===== src/rtl/cas_branch_pkg.sv =====
// Package: shared constants and offset encoding for the branch target unit.
// Assumes: four registers addressed by a 2-bit offset.
package cas_branch_pkg;
    localparam int NUM_REGS = 4;
    localparam int OFS_W    = $clog2(NUM_REGS);

    // Register offsets; the select logic depends on this assignment.
    typedef enum logic [OFS_W-1:0] {
        OFS_TGT_EQ = 2'd0,
        OFS_TGT_NE = 2'd1,
        OFS_VAL_B  = 2'd2,
        OFS_VAL_A  = 2'd3
    } ofs_e;
endpackage


===== src/rtl/cas_branch_regs.sv =====
// Module: register bank holding the two targets and two compare values.
// Assumes: the caller qualifies wr_go with select and write strobe.
module cas_branch_regs
    import cas_branch_pkg::*;
#(
    parameter int DATA_W = 16
) (
    input  logic                             clk,
    input  logic                             rst_n,
    input  logic                             wr_go,
    input  logic [OFS_W-1:0]                 wr_ofs,
    input  logic [DATA_W-1:0]                wr_data,
    output logic [NUM_REGS-1:0][DATA_W-1:0]  regs_q
);
    for (genvar i = 0; i < NUM_REGS; i++) begin : g_reg
        localparam logic [OFS_W-1:0] IDX = OFS_W'(i);
        logic hit;

        // Decode: this register is the write target.
        assign hit = wr_go && (wr_ofs == IDX);

        // Storage: clear on reset, load on a decoded write.
        always_ff @(posedge clk) begin
            if (!rst_n) begin
                regs_q[i] <= '0;
            end else if (hit) begin
                regs_q[i] <= wr_data;
            end
        end
    end
endmodule


===== src/rtl/cas_branch_select.sv =====
// Module: equality comparator picking one of two targets.
// Assumes: purely combinational; inputs come straight from registers.
module cas_branch_select #(
    parameter int DATA_W = 16
) (
    input  logic [DATA_W-1:0] tgt_eq,
    input  logic [DATA_W-1:0] tgt_ne,
    input  logic [DATA_W-1:0] val_a,
    input  logic [DATA_W-1:0] val_b,
    output logic [DATA_W-1:0] tgt_out
);
    logic same;

    // Compare and choose the target.
    always_comb begin
        same    = (val_a == val_b);
        tgt_out = same ? tgt_eq : tgt_ne;
    end
endmodule


===== src/rtl/cas_branch_rdmux.sv =====
// Module: read data multiplexer with zero output when idle.
// Assumes: rd_go already qualified with select and read strobe.
module cas_branch_rdmux
    import cas_branch_pkg::*;
#(
    parameter int DATA_W = 16
) (
    input  logic                             rd_go,
    input  logic [OFS_W-1:0]                 rd_ofs,
    input  logic [DATA_W-1:0]                sel_tgt,
    input  logic [NUM_REGS-1:0][DATA_W-1:0]  regs_q,
    output logic [DATA_W-1:0]                rd_data
);
    // Route the addressed word, or zero when no read is active.
    always_comb begin
        rd_data = '0;
        if (rd_go) begin
            unique case (ofs_e'(rd_ofs))
                OFS_TGT_EQ: rd_data = sel_tgt;
                OFS_TGT_NE: rd_data = regs_q[OFS_TGT_NE];
                OFS_VAL_B:  rd_data = regs_q[OFS_VAL_B];
                OFS_VAL_A:  rd_data = regs_q[OFS_VAL_A];
                default:    rd_data = '0;
            endcase
        end
    end
endmodule


===== src/rtl/cas_branch_unit.sv =====
// Module: top of the compare-and-select branch target unit.
// Assumes: base address decode happens outside and arrives on sel.
module cas_branch_unit
    import cas_branch_pkg::*;
#(
    parameter int DATA_W = 16
) (
    input  logic              clk,
    input  logic              rst_n,
    input  logic              sel,
    input  logic              wr_en,
    input  logic              rd_en,
    input  logic [1:0]        offset,
    input  logic [DATA_W-1:0] wdata,
    output logic [DATA_W-1:0] rdata
);
    logic [NUM_REGS-1:0][DATA_W-1:0] regs_q;
    logic [DATA_W-1:0]               sel_tgt;
    logic                            wr_go;
    logic                            rd_go;

    // Qualify the strobes with the select.
    assign wr_go = sel && wr_en;
    assign rd_go = sel && rd_en;

    cas_branch_regs #(.DATA_W(DATA_W)) u_regs (
        .clk     (clk),
        .rst_n   (rst_n),
        .wr_go   (wr_go),
        .wr_ofs  (offset),
        .wr_data (wdata),
        .regs_q  (regs_q)
    );

    cas_branch_select #(.DATA_W(DATA_W)) u_select (
        .tgt_eq  (regs_q[OFS_TGT_EQ]),
        .tgt_ne  (regs_q[OFS_TGT_NE]),
        .val_a   (regs_q[OFS_VAL_A]),
        .val_b   (regs_q[OFS_VAL_B]),
        .tgt_out (sel_tgt)
    );

    cas_branch_rdmux #(.DATA_W(DATA_W)) u_rdmux (
        .rd_go   (rd_go),
        .rd_ofs  (offset),
        .sel_tgt (sel_tgt),
        .regs_q  (regs_q),
        .rd_data (rdata)
    );
endmodule


===== config.mk =====
export PLATFORM = sky130hd
export DESIGN_NAME = cas_branch_unit
export DESIGN_NICKNAME = d
export VERILOG_FILES = /design/src/rtl/cas_branch_pkg.sv /design/src/rtl/cas_branch_regs.sv /design/src/rtl/cas_branch_select.sv /design/src/rtl/cas_branch_rdmux.sv /design/src/rtl/cas_branch_unit.sv
export SDC_FILE = /design/constraint.sdc
export NUM_CORES = 1
export LEC_CHECK = 0
export BUFFER_PORTS_ARGS = -buffer_cell sky130_fd_sc_hd__buf_2
export CAP_MARGIN = 20
export CORE_UTILIZATION = 59
export CTS_BUF_LIST = sky130_fd_sc_hd__clkbuf_8
export DETAILED_ROUTE_END_ITERATION = 10
export PLACE_DENSITY = 0.87
export SLEW_MARGIN = 20
export SYNTH_ARGS = -nofsm -noshare
export SYNTH_HDL_FRONTEND = slang
export SYNTH_SLANG_ARGS = --single-unit

===== constraint.sdc =====
create_clock -name clk -period 5.4 [get_ports clk]
set_input_delay 1.08 -clock clk [delete_from_list [all_inputs] [get_ports clk]]
set_output_delay 1.08 -clock clk [all_outputs]
set_load 0.05 [all_outputs]

==> flow_summary.ini <==
[status]
status = finished, final reports clean

[cts]
post-cts-setup-buffer-count = 0
clk_path_buf_depth = 2
ctsHtreeMaxLevel = 3
cts_tree = done
worstSkewPairLatency_ps = 340
cts_resized = 0
cts_root_buf = clkbuf_8
clk_pin_slew_ps = 70
hold_buffers = 0
cts_buffers = 9
clock_sinks = 64

[worst_hold_path]
min-delay-start = u_regs.regs_q[2]$_SDFFE_PN0P_
hold_end = u_regs.regs_q[2]$_SDFFE_PN0P_
hold_depth = 2
hold_path.class = register to register

[placed_design]
place_area_mm2 = 0.00335
dpl_worst_slack_ps = 1540
io_buffers = 38
dp.cells = 479
gp_congestion = 0.793
dp_hpwl_mm = 4.93

[run]
drv_cap = 0

[power]
p_per_area_mw_per_mm2 = 287
total_power_mw = 1.02
leakagePower_nw = 1.46
vdd_drop_max_v = 0.000177

[floorplanning]
io_pins = 39
die_area_mm2 = 0.00569
coreArea_mm2 = 0.00514
die_width_um = 75.5
num_rows = 26
dieHeight_um = 75.5
initial_core_util_pct = 62.0

[sta]
drv_slew = 0
max_slew_margin_pct = 41.4
fin_crit_ps = 4010
timing.fmax_mhz = 250
setup_viol = 0
hold_viol = 0
period_share_pct = 74.2
worst_pin_slew_ps = 878
finalSetupTns_ps = 0
fin_ws_ps = 1390
skew_ps = 0
holdWs_ps = 468
rsz0062_at_grt = false

[yosys]
synth_area_leaders = dfxtp_1 (40%), nand2_1 (17%), a21boi_0 (15%)
yosys_warnings = 0
seq_area_frac_synth_pct = 40.2
yosys.area.top_type = dfxtp_1
synth_edf_count = 0
ys_types = 22
synth_seq_cells = 64
ys_async_sr_fraction_pct = 0
synth_ff_type = dfxtp_1
syn_area_mm2 = 0.00318
synthTopCellsByCount = nand2_1 (145), dfxtp_1 (64), a21boi_0 (63)
synth_nets = 421
synth_top_area_share_pct = 40.2
syn_avg_cell_area_um2 = 8.00
synth_cells = 398
yosysMostFrequentCell = nand2_1

[critical_path]
end_kind = primary output
cp_top_family = simple AND/OR/NAND/NOR gates
critical_path.cell_chain = xor2_1 -> nor4_1 -> nand4_2 -> mux2i_1 -> a21oi_1 -> buf_2
reg2reg_depth = 2
critPathKind = register to primary output
max_stage_delay_ps = 750
cp_slowest_cell = nand4_2
critical_path_buf_inv_count = 1
cp_max_fo = 16
start_kind = register
cp.arrival_ps = 2930
reg2reg_from = u_regs.regs_q[38]$_SDFFE_PN0P_
r2r-end = u_regs.regs_q[38]$_SDFFE_PN0P_
reg2reg_slack_ps = 4680
path_depth = 6
cp.required_ps = 4320

[global_routing]
grt_start_max_net_pins = 65
grt_usage_pct = 28.7
grt_pass1_wl_mm = 12.0
antenna_found_initial = 0
first_global_vias = 2448
grt-ovfl-total = 0

[cells_and_area]
finish.utilization_pct = 69.2
nets = 443
largest_reg_flops = 64
drive_gt1_share_pct = 13.9
fin_cells = 494
reg_top3 = u_regs.regs_q: 64 flops
antennaDiodeCount = 0
fin_area_mm2 = 0.00355
regMostFlops = u_regs.regs_q
syn_to_final_growth_pct = 11.6

[routing]
drc = 0
dr_total_vias = 2809
route.antenna.remaining_nets = 0
first_iter_violations = 213
firstDrtPassIters = 5
drt_wl_total_mm = 7.65
vias_per_cell = 5.69
route.detailed.wl_per_inst_um = 15.5
-- power by group --
group	total (mW)	switching, mW	internal, mW	leakage (nW)
Sequential	0.490	0.00775	0.482	0.518
Clock	0.394	0.175	0.219	0.103
Combinational	0.137	0.0886	0.0486	0.838
Total	1.02	0.272	0.750	1.46
-- layer usage --
metal  up-vias  GRT usage (%)  part of all wire (%)
met5         -              0                     0
li1       1381              -                     -
met1      1315           39.9                    46
met2        99           44.0                    46
met3        14           5.42                   5.8
met4         0           11.5                   1.6
-- worst max-delay path by stage --
stage | startpoint | slack [ps] | end
after floorplan | offset[0] | 1710 | rdata[10]
after global placement | offset[0] | 1580 | rdata[13]
after detailed placement | offset[0] | 1540 | rdata[13]
after CTS | u_regs.regs_q[47]$_SDFFE_PN0P_ | 1400 | rdata[13]
after global routing | u_regs.regs_q[47]$_SDFFE_PN0P_ | 1240 | rdata[12]
final | u_regs.regs_q[47]$_SDFFE_PN0P_ | 1390 | rdata[13]
-- cell type report --
cell class	instances	area [um2]
timing repair buffer	38	190
clock buffer	10	138
fill	405	1590
tap	70	87.6
multi-input combinational	306	1810
inverter	1	3.75
clock inverter	5	48.8
sequential	64	1280
-- cells in the final DEF (no fill, tap or decap), drive strengths merged --
cell    count
inv         2
mux2i      32
nand2b      2
or2         1
a21oi      16
clkinv      3
clkbuf     10
nor2        4
nand3       2
nand2     145
a21boi     64
o211ai     16
buf        38
and2        1
dfxtp      64
nor4        4
xor2       16
nor3        1
bufinv      1
nand4       2
-- worst reg2reg max path: stages, from the launching register on --
cell and delay [ps]:
dfxtp_1 380, nand2_1 60, a21boi_0 200
-- cell families after synthesis --
group           count (synthesis)  synth area share, %
xor+xnor                       16                 4.40
buf+inv                        28                 3.73
compound gates                 96                 21.4
mux                            32                 10.1
simple gates                  162                 20.2
flops                          64                 40.2
Note: power is estimated with default switching activity, not from simulation.
